[src/rtl/vint_residency_gate.sv]
module vint_residency_gate #(
  parameter int NUM_VPE  = 4,
  parameter int NUM_VINT = 16,
  localparam int VW = (NUM_VPE  > 1) ? $clog2(NUM_VPE)  : 1,
  localparam int IW = (NUM_VINT > 1) ? $clog2(NUM_VINT) : 1
) (
  input  logic          clk,
  input  logic          rst_n,
  input  logic          res_we,
  input  logic          res_valid_in,
  input  logic [VW-1:0] res_vpe_in,
  input  logic          cfg_we,
  input  logic [VW-1:0] cfg_vpe,
  input  logic [IW-1:0] cfg_vint,
  input  logic          cfg_en,
  input  logic          in_valid,
  output logic          in_ready,
  input  logic [VW-1:0] in_vpe,
  input  logic [IW-1:0] in_vint,
  output logic          out_valid,
  input  logic          out_ready,
  output logic [VW-1:0] out_vpe,
  output logic [IW-1:0] out_vint
);

  logic                res_valid;
  logic [VW-1:0]       res_vpe;
  logic [NUM_VINT-1:0] en_q   [NUM_VPE];
  logic [NUM_VINT-1:0] pend_q [NUM_VPE];

  logic [NUM_VINT-1:0] work;
  logic [IW-1:0]       pick;
  logic                has_work, out_free, accept, hit, drain_fire;

  assign work = res_valid ? (pend_q[res_vpe] & en_q[res_vpe]) : '0;
  assign has_work = |work;

  always_comb begin
    pick = '0;
    for (int i = NUM_VINT - 1; i >= 0; i--)
      if (work[i]) pick = IW'(i);
  end

  assign out_free   = !out_valid || out_ready;
  assign in_ready   = !has_work && out_free;
  assign accept     = in_valid && in_ready;
  assign hit        = accept && res_valid && (in_vpe == res_vpe) && en_q[in_vpe][in_vint];
  assign drain_fire = has_work && out_free;

  always_ff @(posedge clk) begin
    if (!rst_n) begin
      res_valid <= 1'b0;
      res_vpe   <= '0;
    end else if (res_we) begin
      res_valid <= res_valid_in;
      res_vpe   <= res_vpe_in;
    end
  end

  always_ff @(posedge clk) begin
    if (!rst_n) begin
      for (int v = 0; v < NUM_VPE; v++) begin
        en_q[v]   <= '0;
        pend_q[v] <= '0;
      end
    end else begin
      if (cfg_we) en_q[cfg_vpe][cfg_vint] <= cfg_en;
      if (accept && !hit) pend_q[in_vpe][in_vint] <= 1'b1;
      if (drain_fire) pend_q[res_vpe][pick] <= 1'b0;
    end
  end

  always_ff @(posedge clk) begin
    if (!rst_n) begin
      out_valid <= 1'b0;
      out_vpe   <= '0;
      out_vint  <= '0;
    end else if (out_free) begin
      out_valid <= hit || drain_fire;
      if (drain_fire) begin
        out_vpe  <= res_vpe;
        out_vint <= pick;
      end else if (hit) begin
        out_vpe  <= in_vpe;
        out_vint <= in_vint;
      end
    end
  end

endmodule

[config.mk]
export PLATFORM = sky130hd
export DESIGN_NAME = vint_residency_gate
export DESIGN_NICKNAME = d
export VERILOG_FILES = /design/src/rtl/vint_residency_gate.sv
export SDC_FILE = /design/constraint.sdc
export NUM_CORES = 1
export LEC_CHECK = 0
export CAP_MARGIN = 15
export CELL_PAD_IN_SITES_DETAIL_PLACEMENT = 1
export CELL_PAD_IN_SITES_GLOBAL_PLACEMENT = 2
export CORE_AREA = 3 3 145 147
export DETAILED_ROUTE_END_ITERATION = 10
export DIE_AREA = 0 0 148 150
export PLACE_DENSITY_LB_ADDON = 0.1
export SETUP_SLACK_MARGIN = 0.4
export SYNTH_ARGS = -nofsm -noshare
export SYNTH_HDL_FRONTEND = slang
export SYNTH_SLANG_ARGS = --single-unit
[constraint.sdc]
create_clock -name clk -period 5.3 [get_ports clk]
set_input_delay 1.06 -clock clk [delete_from_list [all_inputs] [get_ports clk]]
set_output_delay 1.06 -clock clk [all_outputs]
set_load 0.01 [all_outputs]
==> key figures <==
STA
  • Share of the clock period used by the worst path: 0.878
  • Hold Fails Final Rpt: 0
  • Final setup violation count: 0
  • Setup TNS: 0 ps
  • Max Clk Rate: 0.215 GHz
  • Worst Hold Slack: 470 ps
  • Worst slew pin tran: 1140 ps
  • Max transition margin: 0.242
  • Final worst clock skew: 12.5 ps
  • Unrepaired setup endpoints after global routing: false
  • Tmin final: 4650 ps
  • Max Slew Vio Count: 0

Routing
  • Drt initial violations: 612
  • DRT antenna net count: 0
  • DR WL/cell: 25.2 um
  • DR vias/cell: 6.04
  • Post-route DRC: 0
  • Pre-antenna DRT Iters: 5
  • Vias: 6371
  • Routed wire length: 26600 um

Final layout
  • Layout cells sized above 1: 0.148
  • Area Overhead vs Synth: 14.4%
  • Most frequent cells in the layout: nor2_1, edfxtp_1, o21ai_0
  • Final core utilization: 0.448
  • Commonest non-fill, non-tap cell in the layout: nor2_1
  • Final net count: 793
  • Ant. Diodes: 0

Yosys
  • Post-Syn Area: 7850 um^2
  • Yosys top cell area share: 0.489
  • Cell taking the most area after synthesis: edfxtp_1
  • Adder-cell share of the synthesized area: 0
  • Largest family of logic cells by synthesized area: simple AND/OR/NAND/NOR gates
  • Cell variety after synth: 70
  • Mux contribution to synthesized area: 0.0691
  • Yosys Warn Count: 0
  • Post-synthesis compound-gate area fraction: 0.158
  • Ys flop type: edfxtp_1
  • Fraction of the mapped netlist area in simple logic gates: 0.212
  • Avg Inst Size Synth: 10.4 um^2
  • Post-synth EDFFs: 128
  • Synth area leaders: edfxtp_1, nor2_1, mux4_2
  • Xor and xnor fraction of the mapped netlist area: 0.00223
  • Seq/Total Area, Yosys: 0.520
  • Synthesized netlist net count: 780
  • Mapped Cells: 758
  • Synth async-reset ratio: 0
  • Flops & latches, synth: 140

Global route
  • Number of antenna violations at the first check in global routing: 0
  • Total Routing Usage GR: 0.250
  • First-pass GRT wire length: 41200 um
  • Vias in the first global route: 6557
  • Total grt overflow: 0
  • Largest net degree at the start of global routing: 63

Run status
  • Status: completed

Power
  • Pleak: 3.06 nW
  • VDD IR max: 0.000204 V
  • Power Density: 330 nW/um^2

Critical path
  • Arrival time at the worst endpoint: 3590 ps
  • Critical Path RT: 4240 ps
  • CP max FO: 22
  • CP Capture Type: output pin
  • WS Path Type: flop to output pin
  • Critical path startpoint category: flop

Clocking
  • Hold Buf Count CTS: 0
  • H-tree depth: 4
  • CTS Buf Count: 17
  • CTS Buffer Depth: 2
  • CTS sink cnt: 140
  • Worst-Skew Late Latency: 430 ps
  • CTS tree: yes
  • Root buf cell: clkbuf_16
  • Post-CTS setup buffers: 0
  • Reg clk slew, reported paths: 70 ps

Run
  • Maxcap violations: 0

Floorplan
  • Die height: 150 um
  • Die area: 22200 um^2
  • Chip width: 148 um
  • Core area: 20000 um^2
  • # rows: 52
  • Boundary Pins: 30
  • Initial core utilization: 0.392

Worst hold path
  • HP Start: out_vpe[1]
  • Hold/Removal Path Class: flop to flop

Placement
  • IO buf count: 29
  • Gpl congestion: 0.887
  • DP HPWL: 19400 um
[final timing paths]
kind	end	slack [ps]	depth (start not counted)
worst max-delay path	in_ready	650	9
worst min-delay path	out_vpe[1]	470	2
worst max register to register	pend_q[1][5]	1250	11
worst min register to register	out_vpe[1]	470	2
[cell families (layout without fill, tap and decap cells)]
family / count (synthesis) / after routing
AND/OR/NAND/NOR: 340 / 340
flip-flops: 140 / 140
buffers and inverters: 65 / 91
AO/OA/AOI/OAI: 182 / 182
multiplexers: 29 / 29
XOR/XNOR: 2 / 2
[synthesized netlist by cell type (4+ instances only)]
| cell | count |
|---|---|
| o31a_1 | 4 |
| o21ai_1 | 6 |
| a21oi_2 | 10 |
| dfxtp_1 | 12 |
| nand3_1 | 16 |
| buf_6 | 5 |
| nand2b_1 | 13 |
| o221a_2 | 4 |
| o22ai_1 | 4 |
| or4bb_1 | 6 |
| nor3_1 | 11 |
| a21oi_1 | 21 |
| mux2i_1 | 7 |
| nor2_1 | 181 |
| nand4_1 | 19 |
| o21ai_0 | 75 |
| clkbuf_1 | 35 |
| o221ai_1 | 4 |
| nand2_1 | 43 |
| nor2b_1 | 5 |
| a31oi_1 | 11 |
| buf_2 | 16 |
| nand4b_1 | 19 |
| inv_1 | 5 |
| edfxtp_1 | 128 |
| mux4_2 | 20 |
[critical path: stages, from the launching register on]
cell             delay, ps
dfxtp_2                530
buf_4                  330
nand4b_1               150
nand4_1                310
o41ai_1                450
buf_4                  210
nand2_1                100
a211oi_4               320
and2_1                 210
clkdlybuf4s50_1        540
[metal layers]
metal / vias up / wire length [um] / global-route usage / part of all wire
met5: - / 0 / 0 / 0
li1: 2873 / - / - / -
met1: 3259 / 12200 / 0.356 / 0.46
met3: 27 / 1550 / 0.0494 / 0.058
met4: 0 / 453 / 0.0651 / 0.017
met2: 212 / 12400 / 0.395 / 0.46
[final cells by class]
class	count	area (um^2)
flip-flops and latches	140	4090
repair buffers	53	510
multi-input cells	553	3470
inverters	6	22.5
clock inverters	15	130
fillers	2245	11100
clock buffers	17	425
well taps	270	338
[power by group]
part | leakage (nW) | total (mW) | internal [mW] | switching (mW)
clock network | 0.263 | 1.14 | 0.615 | 0.529
logic | 1.45 | 0.452 | 0.171 | 0.281
registers | 1.34 | 1.37 | 1.30 | 0.0707
total | 3.06 | 2.97 | 2.09 | 0.881
[state kept, by name, indices dropped and copies added (netlist names), named ones only]
signal / flops
out_valid: 1
out_vpe: 2
res_valid: 1
out_vint: 4
en_q: 64
res_vpe: 2
pend_q: 64
[stage by stage]
step / setup WS, ps / power, mW / std cells / area (um^2)
2_1_floorplan: 1360 / 1.64 / 758 / 7850
3_3_place_gp: 387 / 1.82 / 1021 / 8390
3_5_place_dp: 332 / 1.84 / 1021 / 8390
4_1_cts: 536 / 2.97 / 1053 / 8950
5_1_grt: 490 / 3.08 / 1054 / 8990
6_report: 645 / 2.97 / 1054 / 8990
[repair_timing]
| item | 4_1_cts | 5_1_grt |
|---|---|---|
| setup endpoints to repair | 1 | 1 |
| resized for setup | 2 | 1 |
| cloned | 0 | 0 |
Power figures use the tool's default switching activity.
